## config.mk

```make
export PLATFORM = sky130hd
export DESIGN_NAME = cmul_shift_add
export DESIGN_NICKNAME = d
export VERILOG_FILES = /design/src/rtl/cmul_pkg.sv /design/src/rtl/cmul_extend.sv /design/src/rtl/cmul_run_term.sv /design/src/rtl/cmul_sum.sv /design/src/rtl/cmul_shift_add.sv
export SDC_FILE = /design/constraint.sdc
export NUM_CORES = 1
export LEC_CHECK = 0
export BUFFER_PORTS_ARGS = -buffer_cell sky130_fd_sc_hd__buf_2
export CAP_MARGIN = 10
export CORE_UTILIZATION = 55
export DETAILED_ROUTE_END_ITERATION = 12
export PLACE_DENSITY_LB_ADDON = 0.08
export REMOVE_ABC_BUFFERS = 1
export SKIP_LAST_GASP = 1
export SYNTH_ARGS = -nofsm -noshare
export SYNTH_HDL_FRONTEND = slang
export SYNTH_SLANG_ARGS = --single-unit
```

## constraint.sdc

```tcl
create_clock -name vclk -period 3.8
set_input_delay 0.57 -clock vclk [all_inputs]
set_output_delay 0.57 -clock vclk [all_outputs]
set_load 0.02 [all_outputs]
```

## src/rtl/cmul_pkg.sv

```systemverilog
package cmul_pkg;

  // number of unbroken stretches of 1s in the low w bits of c
  function automatic int run_count(logic [63:0] c, int w);
    int  n;
    bit  prev;
    n    = 0;
    prev = 1'b0;
    for (int i = 0; i < 64; i++) begin
      if (i < w) begin
        if (c[i] && !prev) n++;
        prev = c[i];
      end
    end
    return n;
  endfunction

  // lowest bit index of stretch k
  function automatic int run_lo(logic [63:0] c, int w, int k);
    int  n;
    bit  prev;
    n    = 0;
    prev = 1'b0;
    for (int i = 0; i < 64; i++) begin
      if (i < w) begin
        if (c[i] && !prev) begin
          if (n == k) return i;
          n++;
        end
        prev = c[i];
      end
    end
    return 0;
  endfunction

  // bit index just above stretch k
  function automatic int run_hi(logic [63:0] c, int w, int k);
    int  n;
    int  cur;
    bit  prev;
    n    = 0;
    cur  = -1;
    prev = 1'b0;
    for (int i = 0; i < 64; i++) begin
      if (i < w) begin
        if (c[i] && !prev) begin
          cur = n;
          n++;
        end
        if (!c[i] && prev && cur == k) return i;
        prev = c[i];
      end
    end
    return w;
  endfunction

endpackage

```

## src/rtl/cmul_extend.sv

```systemverilog
module cmul_extend #(
  parameter int WIDTH     = 8,
  parameter bit IS_SIGNED = 1'b0,
  localparam int PW       = 2 * WIDTH
) (
  input  logic [WIDTH-1:0] data_i,
  output logic [PW-1:0]    ext_o
);
  if (IS_SIGNED) begin : g_sext
    assign ext_o = {{WIDTH{data_i[WIDTH-1]}}, data_i};
  end else begin : g_zext
    assign ext_o = {{WIDTH{1'b0}}, data_i};
  end
endmodule

```

## src/rtl/cmul_run_term.sv

```systemverilog
module cmul_run_term #(
  parameter int PW = 16,
  parameter int LO = 0,
  parameter int HI = 1
) (
  input  logic [PW-1:0] x_i,
  output logic [PW-1:0] term_o
);
  if (HI == LO + 1) begin : g_single
    assign term_o = x_i << LO;
  end else begin : g_span
    assign term_o = (x_i << HI) - (x_i << LO);
  end
endmodule

```

## src/rtl/cmul_sum.sv

```systemverilog
module cmul_sum #(
  parameter int PW    = 16,
  parameter int NTERM = 1
) (
  input  logic [PW-1:0] term_i [NTERM],
  output logic [PW-1:0] sum_o
);
  always_comb begin
    sum_o = '0;
    for (int k = 0; k < NTERM; k++) sum_o = sum_o + term_i[k];
  end
endmodule

```

## src/rtl/cmul_shift_add.sv

```systemverilog
module cmul_shift_add #(
  parameter int               WIDTH     = 8,
  parameter bit               IS_SIGNED = 1'b1,
  parameter bit               NEGATE    = 1'b0,
  parameter logic [WIDTH-1:0] COEF      = WIDTH'(8'h55)
) (
  input  logic [WIDTH-1:0]   data_i,
  output logic [2*WIDTH-1:0] prod_o
);
  localparam int          PW     = 2 * WIDTH;
  localparam logic [63:0] COEF64 = 64'(COEF);
  localparam int          NRUN   = cmul_pkg::run_count(COEF64, WIDTH);
  localparam int          NSLOT  = (NRUN == 0) ? 1 : NRUN;

  logic [PW-1:0] xext;
  logic [PW-1:0] term [NSLOT];
  logic [PW-1:0] mag_sum;

  cmul_extend #(.WIDTH(WIDTH), .IS_SIGNED(IS_SIGNED)) u_ext (
    .data_i (data_i),
    .ext_o  (xext)
  );

  if (NRUN == 0) begin : g_none
    assign term[0] = '0;
  end else begin : g_runs
    for (genvar g = 0; g < NRUN; g++) begin : g_run
      cmul_run_term #(
        .PW (PW),
        .LO (cmul_pkg::run_lo(COEF64, WIDTH, g)),
        .HI (cmul_pkg::run_hi(COEF64, WIDTH, g))
      ) u_term (
        .x_i    (xext),
        .term_o (term[g])
      );
    end
  end

  cmul_sum #(.PW(PW), .NTERM(NSLOT)) u_sum (
    .term_i (term),
    .sum_o  (mag_sum)
  );

  if (IS_SIGNED && NEGATE) begin : g_neg
    assign prod_o = -mag_sum;
  end else begin : g_pos
    assign prod_o = mag_sum;
  end
endmodule

```

Yosys cells after proc, flatten, opt, wreduce, memory -nomap -nowiden
Cells that the tools add are included.
{"block": "op_classes", "n_addsub": 3}
{"cell": "13-bit by 14-bit adder with 15-bit output", "count": 1}
{"cell": "11-bit by 12-bit adder with 13-bit output", "count": 1}
{"cell": "8-bit by 10-bit adder with 11-bit output", "count": 1}
{"block": "word_totals", "register_bits": 0, "output_inout_bits": 16, "elab_cells": 3}

Depth between registers and ports, before layout
Gate-level depths: netlist (run 1).
{"block": "depth", "word_depth": 3, "depth_mapped": 11}

Cells and area by module
From an unflattened synthesis (run 1), not the netlist that was laid out.
{"block": "hier_totals", "hier_cells": 268, "hier_area_um2": 2130.8}
{"mod": "cmul_sum", "instances": 1, "cells_per_inst": 185, "area_each_um2": 1519.0, "seq_area_each_um2": 0.0}
{"mod": "cmul_run_term at g_runs.g_run[1].u_term ...", "instances": 3, "cells_per_inst": 17, "area_each_um2": 123.9, "seq_area_each_um2": 0.0}
{"mod": "cmul_extend", "instances": 1, "cells_per_inst": 16, "area_each_um2": 120.1, "seq_area_each_um2": 0.0}
{"mod": "cmul_run_term at g_runs.g_run[0].u_term", "instances": 1, "cells_per_inst": 16, "area_each_um2": 120.1, "seq_area_each_um2": 0.0}

Worst setup path after synthesis (run 1)
OpenSTA, ideal clock, no wires.
{"block": "synth_timing", "path_type": "input port to output port", "startpoint": "input data_i[0]", "endpoint": "output prod_o[15]", "arrival_ns": 3.149, "slack_ns": 0.081, "cell_stages": 11, "n_path_buf": 1, "cell_sequence": "fa_1 -> ha_1 -> ha_1 -> inv_1 -> fa_1 -> nor2b_1 -> o21a_1 -> a31o_2 -> o221ai_2 -> xnor2_1 -> buf_4"}
{"block": "synth_between", "elab_chain_cells": 3}
{"item": "start, declared", "line": "cmul_shift_add.sv:7", "rtl": "input logic [WIDTH-1:0] data_i,"}
{"item": "8-bit by 10-bit adder with 11-bit output", "line": "cmul_sum.sv:10", "rtl": "for (int k = 0; k < NTERM; k++) sum_o = sum_o + term_i[k];"}
{"item": "11-bit by 12-bit adder with 13-bit output", "line": "cmul_sum.sv:10"}
{"item": "13-bit by 14-bit adder with 15-bit output *", "line": "cmul_sum.sv:10"}
{"item": "end, declared", "line": "cmul_shift_add.sv:8", "rtl": "output logic [2*WIDTH-1:0] prod_o"}
Every way passes the cells marked *; elsewhere a longest branch is shown, timed or not.

Worst setup path in the final report (run 1)
{"block": "layout_timing", "startpoint": "input data_i[2]", "endpoint": "output prod_o[11]"}
The elaborated chain is that of the path after synthesis.

==> results of run 1 <==
[metal layers]
layer	vias to the layer above	GRT usage	share of wire
met1	317	0.2734	0.45
met2	19	0.4958	0.51
met5	-	0	0
li1	329	-	-
met4	0	0	0
met3	0	0	0.042
[cell usage after synthesis, drive strengths merged]
cell | instances | area, sq um
buf | 3 | 22.52
a21oi | 4 | 20.02
a31o | 1 | 8.760
nand2 | 3 | 11.26
a21boi | 1 | 7.510
fa | 6 | 120.1
inv | 13 | 48.80
o21ai | 1 | 5.000
o2111ai | 1 | 8.760
xnor2 | 9 | 78.83
o221ai | 1 | 15.01
nand3 | 3 | 15.01
a21o | 3 | 22.52
o22ai | 1 | 6.260
ha | 21 | 262.8
xor2 | 2 | 17.52
or3 | 1 | 6.260
nor2 | 3 | 11.26
a31oi | 1 | 6.260
nor2b | 2 | 12.51
and3 | 1 | 6.260
or2 | 1 | 6.260
o21a | 2 | 15.01
[placed cells by master, fill, tap and decap left out]
master     count
xor2_1         2
nand3_1        3
nor2b_1        2
o22ai_1        1
ha_1          20
and3_1         1
fa_1           5
xnor2_2        1
or3_1          1
inv_1         13
a21boi_0       1
nand2_1        3
a31o_2         1
nor2_1         3
a31oi_1        1
o2111ai_2      1
a21o_1         3
o21ai_0        1
o221ai_2       1
xnor2_1        8
buf_2         22
buf_4          2
a21oi_1        4
ha_4           1
o21a_1         2
or2_2          1
fa_2           1
[power by group]
part	leakage [nW]	internal [mW]	switching [mW]
clock	0	0	0
combinational	0.483	0.163	0.229
sequential	0	0	0
[path summary, 6_finish.rpt]
path	start	endpoint	slack (ns)
worst max-delay path	data_i[2]	prod_o[11]	0.14
worst min-delay path	data_i[1]	prod_o[1]	1.42
[metrics by stage]
| stage | hold slack, ns | instances | area, sq um |
|---|---|---|---|
| after detailed placement | 1.419 | 119 | 849.6 |
| after floorplan | 1.140 | 81 | 711.9 |
| after global routing | 1.436 | 119 | 883.3 |
| after global placement | 1.412 | 119 | 849.6 |
| after CTS | 1.420 | 119 | 849.6 |
| final | 1.417 | 119 | 883.3 |
[area by class of cell]
type	instances	area share
inverter	13	0.05524
tap	14	0.01983
multi-input combinational	68	0.7833
timing repair buffer	24	0.1416
[logic make-up (layout without fill, tap and decap cells)]
family | count (synthesis) | after routing | share of synthesized area
fa+ha+maj | 27 | 27 | 0.5213
compound gates | 16 | 16 | 0.1567
buf+inv | 16 | 37 | 0.09711
simple gates | 14 | 14 | 0.09370
xor+xnor | 11 | 11 | 0.1312
[timing repair]
action / 4_1_cts / 5_1_grt
resized for setup: 0 / 6
hold buffers: 0 / 0
setup endpoints to repair: 0 / 4
==> results.md, run 1 <==
- Initial DRC Count: 5
- Worst slack, placed: 0.02135 ns
- Fraction of layout cells with a size suffix above 1: 0.2952
- LEAKAGE: 0.4832 nW
- Relative slew slack: 0.8367
- Fmax: 0.2732 GHz
- Routed wire length: 1.555 mm
- Setup tns final: 0 ns
- Initial antenna violation count: 0
- Boundary Pins: 24
- Final Setup Violations: 0
- Startpoint types: primary input
- First-pass DRT Iterations: 4
- Postcts setup bufs: 0
- Fin crit share: 0.9631
- Fin util: 0.7543
- Post-Syn Instances: 84
- Mean post-synth cell area: 8.744 sq um
- MaxCap Viol Count: 0
- Die X: 38.54 um
- GRT Residual Overflow: 0
- Total chip power: 0.3924 mW
- Total core area: 1171 sq um
- Worst VDD drop: 361.5 uV
- Status: completed
- Detailed-route via count: 665
- Sequential cell count: 0
- Pin count of the biggest net entering global routing: 6
- Total track usage: 0.2366
- Number of core rows: 12
- Post-route ant nets: 0
- CP endpoint kind: output pin
- Power per cell area: 444.2 nW/um^2
- Final HPWL DP: 1.424 mm
- Placer Congestion: 0.6856
- Tmin final: 3.660 ns
- RSZ-0062 raised after global routing: false
- Fin. Hold Viols: 0
- Port-buffer cells: 24
- Post-route DRC violation count: 0
- Reg area: 0 sq um
- Worst-path cell chain: buf_2, inv_1, fa_1, xnor2_1, ha_1, ha_1, nand2_1, o2111ai_2, a21o_1, a21oi_1, xnor2_1, buf_2
- Worst path depth: 12
- Die height: 38.54 um
- Vias per cell: 5.588
- Multi-input logic area: 691.9 sq um
- HP Class: primary input to output pin
- Max incr delay on CP: 0.59 ns
- Die area: 1485 sq um
- Sequential area share after synthesis: 0
- Filler cells: 98
- Delay-heaviest family, CP: adder cells
- WHS Path Cells: 2
- Synth Cell Area: 734.5 sq um
- Worst Path Buf+Inv: 3
- Diode count: 0
- Synth cell types: 23
- Crit path kind: primary input to output pin
- Vias in the first global route: 649
- Arrival time worst endpoint: 3.09 ns
- Worst-Margin Slew: 0.2450 ns
- Yosys Warn Count: 0
- Slowest cell on the critical path: fa_1
- Worst setup margin: 0.1401 ns
- Initial Util: 0.6271
- Syn-to-layout area delta: 20.27%
- Max-slew violation count: 0
- Nets: 142
- Clk_buf instances: 0
- First-pass GRT wire length: 2.532 mm
- Worst path required time: 3.23 ns
- Maximum fanout along the worst path: 5
- WL/cell: 13.07 um
Note: power is estimated with default switching activity, not from simulation.
==> inputs of run 2 (changes only) <==
--- a/config.mk
+++ b/config.mk
@@ -10,6 +10,7 @@
 export CORE_UTILIZATION = 55
 export DETAILED_ROUTE_END_ITERATION = 12
 export PLACE_DENSITY_LB_ADDON = 0.08
+export RECOVER_POWER = 25
 export REMOVE_ABC_BUFFERS = 1
 export SKIP_LAST_GASP = 1
 export SYNTH_ARGS = -nofsm -noshare
==> results.md, run 2 (synthesized netlist as in run 1, its figures left out) <==
- Status: completed
- WL/cell: 13.10 um (+0.26%)
- Worst path required time: 3.23 ns (about the same)
- RSZ-0062 raised after global routing: false
- Fin crit share: 0.9633 (about the same)
- Final HPWL DP: 1.424 mm (unchanged)
- Vias in the first global route: 649 (unchanged)
- Number of core rows: 12 (unchanged)
- Detailed-route via count: 665 (unchanged)
- Fmax: 0.2732 GHz (about the same)
- Postcts setup bufs: 0 (unchanged)
- Switch share: 0.5863 (+0.001626)
- Comb pwr share: 1.000 (about the same)
- Boundary Pins: 24 (unchanged)
- Routed wire length: 1.559 mm (+0.26%)
- Setup tns final: 0 ns (unchanged)
- Non-Filler Instances: 119 (unchanged)
- Sequential cell count: 0 (unchanged)
- Fin. Hold Viols: 0 (unchanged)
- Hold path start: data_i[1]
- Worst-Margin Slew: 0.2450 ns (unchanged)
- Diode count: 0 (unchanged)
- HP Class: primary input to output pin
- Post-CTS Resized: 0 (unchanged)
- Syn-to-layout area delta: 19.59%
- Worst hold endpoint: prod_o[1]
- Max-slew violation count: 0 (unchanged)
- WHS Path Cells: 2 (unchanged)
- Post-route ant nets: 0 (unchanged)
- Placer Congestion: 0.6856 (unchanged)
- Relative slew slack: 0.8367 (unchanged)
- GRT Residual Overflow: 0 (unchanged)
- MaxCap Viol Count: 0 (unchanged)
- Commonest non-fill, non-tap cell in the layout: ha_1
- Initial antenna violation count: 0 (unchanged)
- First-pass DRT Iterations: 4 (unchanged)
- Total core area: 1171 sq um (unchanged)
- Die X: 38.54 um (unchanged)
- Startpoint types: primary input
- Final Setup Violations: 0 (unchanged)
- Pin count of the biggest net entering global routing: 6 (unchanged)
- Fraction of layout cells with a size suffix above 1: 0.2571 (-0.03810)
- Die area: 1485 sq um (unchanged)
- Total track usage: 0.2366 (unchanged)
- Tmin final: 3.661 ns (+0.0007170 ns)
- Port-buffer cells: 24 (unchanged)
- Crit path kind: primary input to output pin
- Clk_buf instances: 0 (unchanged)
- Total chip power: 0.3915 mW (-0.21%)
- Nets: 142 (unchanged)
- Initial Util: 0.6271 (unchanged)
- LEAKAGE: 0.4722 nW (-2.3%)
- CTS hold repair buffers: 0 (unchanged)
- Arrival time worst endpoint: 3.09 ns (about the same)
- Power per cell area: 445.8 nW/um^2 (+0.36%)
- Seq pwr share: 0 (unchanged)
- CP endpoint kind: output pin
- Clock power frac: 0 (unchanged)
- Reg area: 0 sq um (unchanged)
- P_int: 0.1620 mW (-0.60%)
- Post-route DRC violation count: 0 (unchanged)
- Die height: 38.54 um (unchanged)
- Leading cell types in the layout, fill and taps excluded: 20 x ha_1, 18 x buf_2, 13 x inv_1
- Multi-input logic area: 691.9 sq um (unchanged)
- Initial DRC Count: 5 (unchanged)
- First-pass GRT wire length: 2.532 mm (unchanged)
- Hold WS: 1.428 ns (+0.01108 ns)
- Worst VDD drop: 360.7 uV (-0.22%)
- Maximum fanout along the worst path: 5 (unchanged)
- DP Cell Count: 119 (unchanged)
- Filler cells: 101 (+3.1%)
- Vias per cell: 5.588 (unchanged)
- Sw Pwr: 0.2296 mW (about the same)
[run 2: final cells by class]
class,instances,share of cell area
inverters,13,0.05556
multi-input cells,68,0.7878
well taps,14,0.01994
repair buffers,24,0.1368
[run 2: how the worst max path moves through the flow]
stage	from	depth (start not counted)	endpoint
detailed placement	data_i[0]	11	prod_o[14]
floorplan	data_i[0]	10	prod_o[14]
finish	data_i[2]	12	prod_o[11]
CTS	data_i[0]	11	prod_o[14]
global route	data_i[2]	12	prod_o[11]
global placement	data_i[0]	11	prod_o[15]
[run 2: worst max-delay path, cell delays in order]
cell       delay, ns
buf_2           0.12
inv_1           0.07
fa_1            0.59
xnor2_1         0.14
ha_1            0.25
ha_1            0.37
nand2_1         0.13
o2111ai_2       0.17
a21o_1          0.21
a21oi_1         0.16
xnor2_1         0.13
buf_2           0.18
[run 2: per-layer routing]
metal  share of wire  track usage
met3           0.044            0
met2            0.51       0.4958
met4               0            0
met5               0            0
met1            0.45       0.2734
[run 2: power by group through the flow]
stage	sequential [mW]	clock, mW	combinational, mW
2_1_floorplan	0	0	0.275
3_3_place_gp	0	0	0.363
3_5_place_dp	0	0	0.378
4_1_cts	0	0	0.380
5_1_grt	0	0	0.424
6_report	0	0	0.392
[run 2: through the flow]
stage               worst slack (ns)  utilization  area [sq um]
global placement              0.1348       0.7254         849.6
detailed placement           0.02135       0.7254         849.6
floorplan                    0.05876            -         711.9
finish                        0.1393       0.7500         878.3
CTS                          0.01859       0.7254         849.6
global route                 0.02470       0.7500         878.3
